===== src/rtl/tmb_pkg.sv =====
// Shared constants and types for the turn message broadcaster.
// Assumes a fixed 16-byte frame layout; field widths are fixed by that layout.
package tmb_pkg;
    localparam int TURN_W      = 32;
    localparam int SEC_W       = 32;
    localparam int SUB_W       = 32;
    localparam int FRAME_BYTES = 16;
    localparam int FRAME_BITS  = FRAME_BYTES * 8;
    localparam logic [7:0] SYNC_BYTE = 8'hA5;

    typedef struct packed {
        logic [7:0] status;
        logic [7:0] mode;
        logic [7:0] test;
        logic       test_en;
    } host_cfg_t;
endpackage


===== src/rtl/tmb_rev_div.sv =====
// Revolution divider: counts buckets 0..TURN_LEN-1. It flags the last bucket
// (turn_end_o), registers a one-cycle marker and keeps the turn counter.
// Assumes TURN_LEN >= 2.
module tmb_rev_div #(
    parameter int TURN_LEN = 3564
) (
    input  logic                      clk,
    input  logic                      rst_n,
    output logic                      turn_end_o,
    output logic                      mark_o,
    output logic [tmb_pkg::TURN_W-1:0] turn_o
);
    localparam int CNT_W = $clog2(TURN_LEN);

    logic [CNT_W-1:0] bucket_q;

    assign turn_end_o = (bucket_q == CNT_W'(TURN_LEN - 1));

    // Bucket counter, marker register and turn counter.
    always_ff @(posedge clk) begin
        if (!rst_n) begin
            bucket_q <= '0;
            mark_o   <= 1'b0;
            turn_o   <= '0;
        end else begin
            bucket_q <= turn_end_o ? '0 : bucket_q + CNT_W'(1);
            mark_o   <= turn_end_o;
            if (turn_end_o) begin
                turn_o <= turn_o + 1'b1;
            end
        end
    end
endmodule


===== src/rtl/tmb_time_base.sv =====
// Time base: a sub-second counter in clock periods and a seconds counter.
// A pps pulse clears the sub-second count and advances the seconds count.
// Assumes pps_i is already synchronous to clk.
module tmb_time_base (
    input  logic                     clk,
    input  logic                     rst_n,
    input  logic                     pps_i,
    output logic [tmb_pkg::SEC_W-1:0] secs_o,
    output logic [tmb_pkg::SUB_W-1:0] sub_o
);
    // Count periods and roll over on the second pulse.
    always_ff @(posedge clk) begin
        if (!rst_n) begin
            secs_o <= '0;
            sub_o  <= '0;
        end else if (pps_i) begin
            secs_o <= secs_o + 1'b1;
            sub_o  <= '0;
        end else begin
            sub_o  <= sub_o + 1'b1;
        end
    end
endmodule


===== src/rtl/tmb_param_buf.sv =====
// Double buffer for host bytes. The strobe writes staging, and the end of a
// revolution copies staging into the applied set, so each frame sees one set.
module tmb_param_buf (
    input  logic               clk,
    input  logic               rst_n,
    input  logic               wr_i,
    input  tmb_pkg::host_cfg_t cfg_i,
    input  logic               load_i,
    output tmb_pkg::host_cfg_t cfg_o
);
    tmb_pkg::host_cfg_t stage_q;

    // Staging write and turn-aligned transfer.
    always_ff @(posedge clk) begin
        if (!rst_n) begin
            stage_q <= '0;
            cfg_o   <= '0;
        end else begin
            if (wr_i) begin
                stage_q <= cfg_i;
            end
            if (load_i) begin
                cfg_o <= stage_q;
            end
        end
    end
endmodule


===== src/rtl/tmb_frame_ser.sv =====
// Frame snapshot and serializer. It captures all fields on the marker, waits
// START_OFS cycles from the marker, then shifts FRAME_BITS out MSB first.
// Assumes START_OFS >= 2 and a revolution longer than START_OFS+FRAME_BITS.
module tmb_frame_ser #(
    parameter int START_OFS = 8
) (
    input  logic                       clk,
    input  logic                       rst_n,
    input  logic                       mark_i,
    input  logic [tmb_pkg::TURN_W-1:0] turn_i,
    input  logic [tmb_pkg::SEC_W-1:0]  secs_i,
    input  logic [tmb_pkg::SUB_W-1:0]  sub_i,
    input  tmb_pkg::host_cfg_t         cfg_i,
    output logic                       ser_data_o,
    output logic                       ser_valid_o,
    output logic                       ser_start_o
);
    localparam int FB     = tmb_pkg::FRAME_BITS;
    localparam int BIT_W  = $clog2(FB);
    localparam int WAIT_W = $clog2(START_OFS + 1);

    logic [FB-1:0]     snap_q;
    logic [FB-1:0]     shreg_q;
    logic [7:0]        test_byte;
    logic              waiting_q;
    logic [WAIT_W-1:0] wcnt_q;
    logic              sending_q;
    logic [BIT_W-1:0]  bitcnt_q;

    // Test-byte field: host byte in test mode, zero otherwise.
    assign test_byte = cfg_i.test_en ? cfg_i.test : 8'h00;

    // Snapshot of every field, taken on the marker.
    always_ff @(posedge clk) begin
        if (!rst_n) begin
            snap_q <= '0;
        end else if (mark_i) begin
            snap_q <= {tmb_pkg::SYNC_BYTE, turn_i, secs_i, sub_i,
                       cfg_i.status, cfg_i.mode, test_byte};
        end
    end

    // Start-delay counting and bit shifting.
    always_ff @(posedge clk) begin
        if (!rst_n) begin
            waiting_q <= 1'b0;
            wcnt_q    <= '0;
            sending_q <= 1'b0;
            bitcnt_q  <= '0;
            shreg_q   <= '0;
        end else if (mark_i) begin
            waiting_q <= 1'b1;
            wcnt_q    <= WAIT_W'(1);
            sending_q <= 1'b0;
        end else if (waiting_q && wcnt_q == WAIT_W'(START_OFS - 1)) begin
            waiting_q <= 1'b0;
            sending_q <= 1'b1;
            bitcnt_q  <= '0;
            shreg_q   <= snap_q;
        end else begin
            if (waiting_q) begin
                wcnt_q <= wcnt_q + WAIT_W'(1);
            end
            if (sending_q) begin
                shreg_q  <= shreg_q << 1;
                bitcnt_q <= bitcnt_q + BIT_W'(1);
                if (bitcnt_q == BIT_W'(FB - 1)) begin
                    sending_q <= 1'b0;
                end
            end
        end
    end

    assign ser_data_o  = sending_q & shreg_q[FB-1];
    assign ser_valid_o = sending_q;
    assign ser_start_o = sending_q && (bitcnt_q == '0);
endmodule


===== src/rtl/turn_msg_bcast.sv =====
// Top level: turn-synchronous timing message broadcaster. It ties together
// the divider, time base, host double buffer and frame serializer.
// Assumes all inputs are synchronous to the bunch clock.
module turn_msg_bcast #(
    parameter int TURN_LEN  = 3564,
    parameter int START_OFS = 8
) (
    input  logic        clk,
    input  logic        rst_n,
    input  logic        pps_i,
    input  logic        host_wr_i,
    input  logic [7:0]  host_status_i,
    input  logic [7:0]  host_mode_i,
    input  logic [7:0]  host_test_i,
    input  logic        host_test_en_i,
    output logic        turn_mark_o,
    output logic [31:0] turn_count_o,
    output logic        ser_data_o,
    output logic        ser_valid_o,
    output logic        ser_start_o
);
    logic                       turn_end;
    logic [tmb_pkg::SEC_W-1:0]  secs;
    logic [tmb_pkg::SUB_W-1:0]  sub;
    tmb_pkg::host_cfg_t         cfg_in;
    tmb_pkg::host_cfg_t         cfg_app;

    assign cfg_in = '{status: host_status_i, mode: host_mode_i,
                      test: host_test_i, test_en: host_test_en_i};

    tmb_rev_div #(.TURN_LEN(TURN_LEN)) u_div (
        .clk        (clk),
        .rst_n      (rst_n),
        .turn_end_o (turn_end),
        .mark_o     (turn_mark_o),
        .turn_o     (turn_count_o)
    );

    tmb_time_base u_time (
        .clk    (clk),
        .rst_n  (rst_n),
        .pps_i  (pps_i),
        .secs_o (secs),
        .sub_o  (sub)
    );

    tmb_param_buf u_buf (
        .clk    (clk),
        .rst_n  (rst_n),
        .wr_i   (host_wr_i),
        .cfg_i  (cfg_in),
        .load_i (turn_end),
        .cfg_o  (cfg_app)
    );

    tmb_frame_ser #(.START_OFS(START_OFS)) u_ser (
        .clk         (clk),
        .rst_n       (rst_n),
        .mark_i      (turn_mark_o),
        .turn_i      (turn_count_o),
        .secs_i      (secs),
        .sub_i       (sub),
        .cfg_i       (cfg_app),
        .ser_data_o  (ser_data_o),
        .ser_valid_o (ser_valid_o),
        .ser_start_o (ser_start_o)
    );
endmodule


===== config.mk =====
export PLATFORM = sky130hd
export DESIGN_NAME = turn_msg_bcast
export DESIGN_NICKNAME = d
export VERILOG_FILES = /design/src/rtl/tmb_pkg.sv /design/src/rtl/tmb_rev_div.sv /design/src/rtl/tmb_time_base.sv /design/src/rtl/tmb_param_buf.sv /design/src/rtl/tmb_frame_ser.sv /design/src/rtl/turn_msg_bcast.sv
export SDC_FILE = /design/constraint.sdc
export NUM_CORES = 1
export LEC_CHECK = 0
export ABC_AREA = 1
export ABC_CLOCK_PERIOD_IN_PS = 1930
export BUFFER_PORTS_ARGS = -buffer_cell sky130_fd_sc_hd__buf_2
export CAP_MARGIN = 20
export CELL_PAD_IN_SITES_DETAIL_PLACEMENT = 1
export CELL_PAD_IN_SITES_GLOBAL_PLACEMENT = 1
export CORE_MARGIN = 4
export CORE_UTILIZATION = 48
export CTS_BUF_LIST = sky130_fd_sc_hd__clkbuf_4
export CTS_CLUSTER_SIZE = 30
export DETAILED_ROUTE_END_ITERATION = 8
export PLACE_DENSITY = 0.79
export SLEW_MARGIN = 10
export SYNTH_ARGS = -nofsm -noshare
export SYNTH_HDL_FRONTEND = slang
export SYNTH_SLANG_ARGS = --single-unit
export TNS_END_PERCENT = 1

===== constraint.sdc =====
create_clock -name clk -period 1.93 [get_ports clk]
set_clock_uncertainty 0.1 [all_clocks]
set_input_delay 0.2895 -clock clk [delete_from_list [all_inputs] [get_ports clk]]
set_output_delay 0.2895 -clock clk [all_outputs]
set_load 0.02 [all_outputs]

After elaboration in Yosys (flattened, before gate mapping)
Cells that the tools add are included.
W data, S select, Z words.
{"block": "classes", "bitwise_logic": 4, "addsub": 6, "n_eq_ne": 4, "reduce_logical": 12, "muxes": 13}
{"op": "$mux W128", "n": 2}
{"op": "$add A32 B1 Y32 const B", "n": 3}
{"op": "$mux W7", "n": 2}
{"op": "$add A12 B1 Y12 const B", "n": 1}
{"op": "$eq A12 B12 Y1 const B", "n": 1}
{"op": "$mux W1", "n": 8}
{"op": "$mux W8", "n": 1}
{"op": "$add A7 B1 Y7 const B", "n": 1}
{"op": "$eq A7 B7 Y1 const B", "n": 1}
{"op": "$logic_not A7 Y1", "n": 1}
{"op": "$reduce_and A2 Y1", "n": 3}
{"op": "$reduce_bool A2 Y1", "n": 3}
{"op": "$reduce_or A2 Y1", "n": 3}
{"op": "$add A4 B1 Y4 const B", "n": 1}
{"op": "$eq A4 B3 Y1 const B", "n": 1}
{"op": "$not A1 Y1", "n": 3}
{"op": "$logic_and A1 B1 Y1", "n": 2}
{"op": "$ne A2 B2 Y1 const B", "n": 1}
{"op": "$and A1 B1 Y1", "n": 1}
{"block": "totals", "register_bits": 421, "input_bits": 29, "output_inout_bits": 36, "wordCells": 59}

Depth between registers and ports, before layout
{"block": "depth", "ltp_word": 4, "mapped_depth": 11, "mapped_depth_nobuf": 11}

Hierarchy
Synthesis repeated with hierarchy kept, for this count alone.
{"block": "hier_totals", "hier_cells": 2867, "area_unflattened_um2": 19122.1}
{"mod": "tmb_frame_ser", "area_each_um2": 10955.5, "seq_area_each_um2": 5245.0, "cells_each": 1628, "n_inst": 1}
{"mod": "tmb_time_base", "area_each_um2": 3470.8, "seq_area_each_um2": 1281.2, "cells_each": 511, "n_inst": 1}
{"mod": "tmb_rev_div", "area_each_um2": 2560.0, "seq_area_each_um2": 900.9, "cells_each": 410, "n_inst": 1}
{"mod": "tmb_param_buf", "area_each_um2": 2135.8, "seq_area_each_um2": 1001.0, "cells_each": 318, "n_inst": 1}

Worst setup path after synthesis
OpenSTA, ideal clock, no wires.
{"block": "synth_path", "kind": "register to output", "from": "register u_ser.bitcnt_q[0]", "to": "output port ser_start_o", "slack_ns": 0.271, "required_time_ns": 1.541, "t_arrival_ns": 1.270, "n_path_buf": 0, "stages_incl_launch_ff": 5, "cell_sequence": "dfxtp_1 inv_1 ha_1 nand4_1 nor4_1"}
{"block": "synth_via", "elab_chain_len": 2}
{"element": "start, declared", "line": "tmb_frame_ser.sv:28", "source": "logic [BIT_W-1:0] bitcnt_q;"}
{"element": "start signal, assigned", "line": "tmb_frame_ser.sv:66", "source": "bitcnt_q <= bitcnt_q + BIT_W'(1);"}
{"element": "$logic_not A7 Y1", "line": "tmb_frame_ser.sv:76", "source": "assign ser_start_o = sending_q && (bitcnt_q == '0);"}
{"element": "$logic_and A1 B1 Y1", "line": "tmb_frame_ser.sv:76"}
{"element": "end, declared", "line": "turn_msg_bcast.sv:20", "source": "output logic ser_start_o"}
No other way between the ends.

Final worst setup path
Same ends and word-level chain as after synthesis.

==> results.py <==
metrics = {
    "detailed_routing": {
        "drt_pass1_iterations": 6,
        "drc": 0,
        "viasPerCell": 5.73,
        "wl_per_cell_um": 20.0,
        "routed_wl_um": 62400,
        "vias": 17800,
        "ant_nets": 0,
        "drt-initial-drc-count": 1192,
    },
    "synthesis": {
        "yosys-top-cells-area": "dfxtp_1 48%, nand2_1 11%, o211a_1 6.5%",
        "synth_cell_types": 38,
        "synth_adder_area_share_pct": 0.497,
        "synth_top_family_by_area": "simple AND/OR/NAND/NOR gates",
        "yosys.area_share.simple_pct": 26.0,
        "synthXorXnorAreaFrac_pct": 0.646,
        "synth_flop_cell": "dfxtp_1",
        "synth-edff-count": 0,
        "yosysMostFrequentCell": "nand2_1",
        "synth.top_cell.area_share_pct": 47.8,
        "ys_seq_elements": 421,
        "yosysWarnings": 0,
        "synth.top_cells.by_count": "508 x nand2_1, 421 x dfxtp_1, 289 x nor2_1",
        "ys_seq_area_share_pct": 47.8,
        "syn-cell-area_um2": 17600,
        "synth_nets": 2385,
        "yosysTopAreaCell": "dfxtp_1",
        "muxShareOfSynthArea_pct": 0,
        "synthCells": 2349,
        "async_flop_share_pct": 0,
        "syn_area_per_cell_um2": 7.51,
        "synth_compound_area_share_pct": 17.8,
    },
    "power": {
        "total_leakage_power_uw": 0.00887,
        "powerDensity_nw_per_um2": 831,
        "ir_worst_vdd_mv": 0.583,
        "pwr-share-clk_pct": 47.3,
        "p_sw_share_pct": 24.6,
        "p_seq_share_pct": 49.3,
        "comb_power_share_pct": 3.4,
        "internal-power_uw": 13400,
        "switchingPower_uw": 4370,
    },
    "final_layout": {
        "stdcell_count": 3114,
        "drive_above_1_share_pct": 14.0,
        "finalNetCount": 2601,
        "area_delta_synth_final_pct": 21.3,
        "ff_latch_area_um2": 8460,
        "multi_input_area_um2": 7970,
        "fillers": 4491,
    },
    "setup_path": {
        "required_ps": 1540,
        "cp-startpoint": "u_ser.bitcnt_q[0]",
        "slowest_delay_ps": 330,
        "crit_arrival_ps": 1870,
        "r2r_start": "u_ser.wcnt_q[1]",
        "worstPathCellList": "inv_2 > ha_1 > nand4_1 > nor4_2 > buf_4",
        "critical_path_class": "reg2out",
        "cp-start-kind": "register",
        "slowest_stage": "dfxtp_2",
        "worst_setup_path_end_kind": "primary output",
        "path_max_fanout": 2,
    },
    "timing": {
        "fmax_mhz": 442,
        "setup_ws_ps": -331,
        "hold_viol": 0,
        "period_needed_ps": 2260,
        "tns_ps": -741,
        "fin_crit_sh_pct": 117,
        "slew_headroom_pct": 31.0,
        "worst_slew_pin_slew_ps": 1030,
        "setup_viol": 28,
        "rsz0062_at_grt": "yes",
        "maxSlewViolCount": 0,
    },
    "clock_network": {
        "clock_path_buffers": 3,
        "cts_root_buffer": "clkbuf_4",
        "path_clk_slew_ps": 60,
        "htree_levels": 3,
        "cts_tree": "built",
        "cts_sinks": 421,
        "cts_buffers": 110,
        "clk_latency_ps": 810,
    },
    "floorplan": {
        "num_io_pins": 65,
        "die_w_um": 200,
        "coreArea_um2": 35900,
        "initial_core_util_pct": 49.1,
        "die_area_um2": 39900,
        "die_height_um": 200,
        "row_count": 69,
    },
    "placement": {
        "post-dp-hpwl_um": 31700,
        "place_congestion": 0.867,
        "port_buffers": 64,
        "place_inst": 2800,
    },
    "global_routing": {
        "grt.total_usage_pct": 27.8,
        "first_global_vias": 18400,
        "antenna_found_initial": 2,
        "grt_start_max_net_pins": 121,
        "grt_overflow": 0,
        "grt_pass1_wl_um": 91500,
    },
    "min_path": {
        "min_path_type": "in2reg",
        "hold_start": "rst_n",
    },
    "run_status": {
        "status": "finished, violations left",
        "violations": "negative setup slack",
    },
    "run": {
        "max_cap_viol_count": 0,
    },
}
## cell usage in the layout (no fill, tap or decap), types with 10 or more instances in the layout
| cell | count |
|---|---|
| nand2_1 | 506 |
| dfxtp_1 | 402 |
| nor2_1 | 283 |
| nand3_1 | 212 |
| o21ai_0 | 207 |
| clkbuf_4 | 177 |
| inv_1 | 171 |
| a21oi_1 | 166 |
| o211a_1 | 115 |
| dlygate4sd3_1 | 107 |
| buf_2 | 57 |
| buf_4 | 47 |
| nand4_1 | 31 |
| nor3_1 | 20 |
| buf_12 | 19 |
| dfxtp_2 | 17 |
| clkinv_1 | 14 |
| nor2_2 | 10 |
## worst max-delay path, delay by kind of cell (launching register included)
family / cells / cell delay, ps
fa+ha+maj: 1 / 140
simple gates: 2 / 330
buf+inv: 2 / 260
flops: 1 / 330
## power by group through the flow
stage          combinational, µW  clock (µW)  sequential (µW)
3_3_place_gp                 336           0             8940
5_1_grt                      648        9040             8750
3_5_place_dp                 350           0             8950
2_1_floorplan                219           0             8940
6_report                     609        8400             8760
4_1_cts                      510        8340             8750
## stage by stage
stage	power [µW]	worst slack, ps	instance area, µm²	util (%)	hold WS (ps)
2_1_floorplan	9160	271	17600	-	317
3_3_place_gp	9280	100	18600	51.8	341
3_5_place_dp	9300	-34.5	18600	51.8	341
4_1_cts	17600	-521	21200	59.0	234
5_1_grt	18400	-456	21400	59.6	-2.04
6_report	17800	-331	21400	59.6	31.9
## state kept, by name, indices dropped and copies added (netlist names), 7 cells and up
register / cells
u_buf.cfg_o: 25
u_buf.stage_q: 25
u_div.bucket_q: 12
u_div.turn_o: 32
u_ser.bitcnt_q: 7
u_ser.shreg_q: 128
u_ser.snap_q: 121
u_time.secs_o: 32
u_time.sub_o: 32
## timing repair
action	4_1_cts	5_1_grt
endpoints found under the setup margin	61	206
gates resized for setup	30	23
hold endpoints to repair	375	56
pin swaps	3	1
hold buffers	100	12
setup buffers	3	0
## layer usage
metal	routed length (µm)	vias to the layer above	share of wire, %	global-route usage [%]
li1	-	8291	-	-
met1	25100	8710	40	33.5
met2	31200	630	50	49.1
met3	3390	217	5.4	4.62
met4	2760	0	4.4	11.5
met5	0	-	0	0
## final timing paths
kind              depth (start not counted)                  to  slack, ps
hold reg to reg                           2  u_ser.shreg_q[126]        380
hold / removal                            5  u_ser.shreg_q[127]         30
setup / recovery                          5         ser_start_o       -330
setup reg to reg                          8  u_ser.shreg_q[100]        -50
## kinds of logic (layout without fill, tap and decap cells)
logic type      after synthesis  count (layout)
other cells                   0               2
fa+ha+maj                     7               7
buf+inv                     313             615
compound gates              507             507
flops                       421             421
xor+xnor                     13              13
simple gates               1088            1088
## final cells by class
class | count | share of cell area [%]
Sequential cell | 421 | 39.5
Antenna cell | 2 | 0.0234
Clock inverter | 21 | 0.702
Inverter | 178 | 3.15
Multi-Input combinational cell | 1615 | 37.2
Timing Repair Buffer | 239 | 10.4
Tap cell | 461 | 2.70
Clock buffer | 177 | 6.21
No activity file was read; power rests on OpenSTA's default activity.
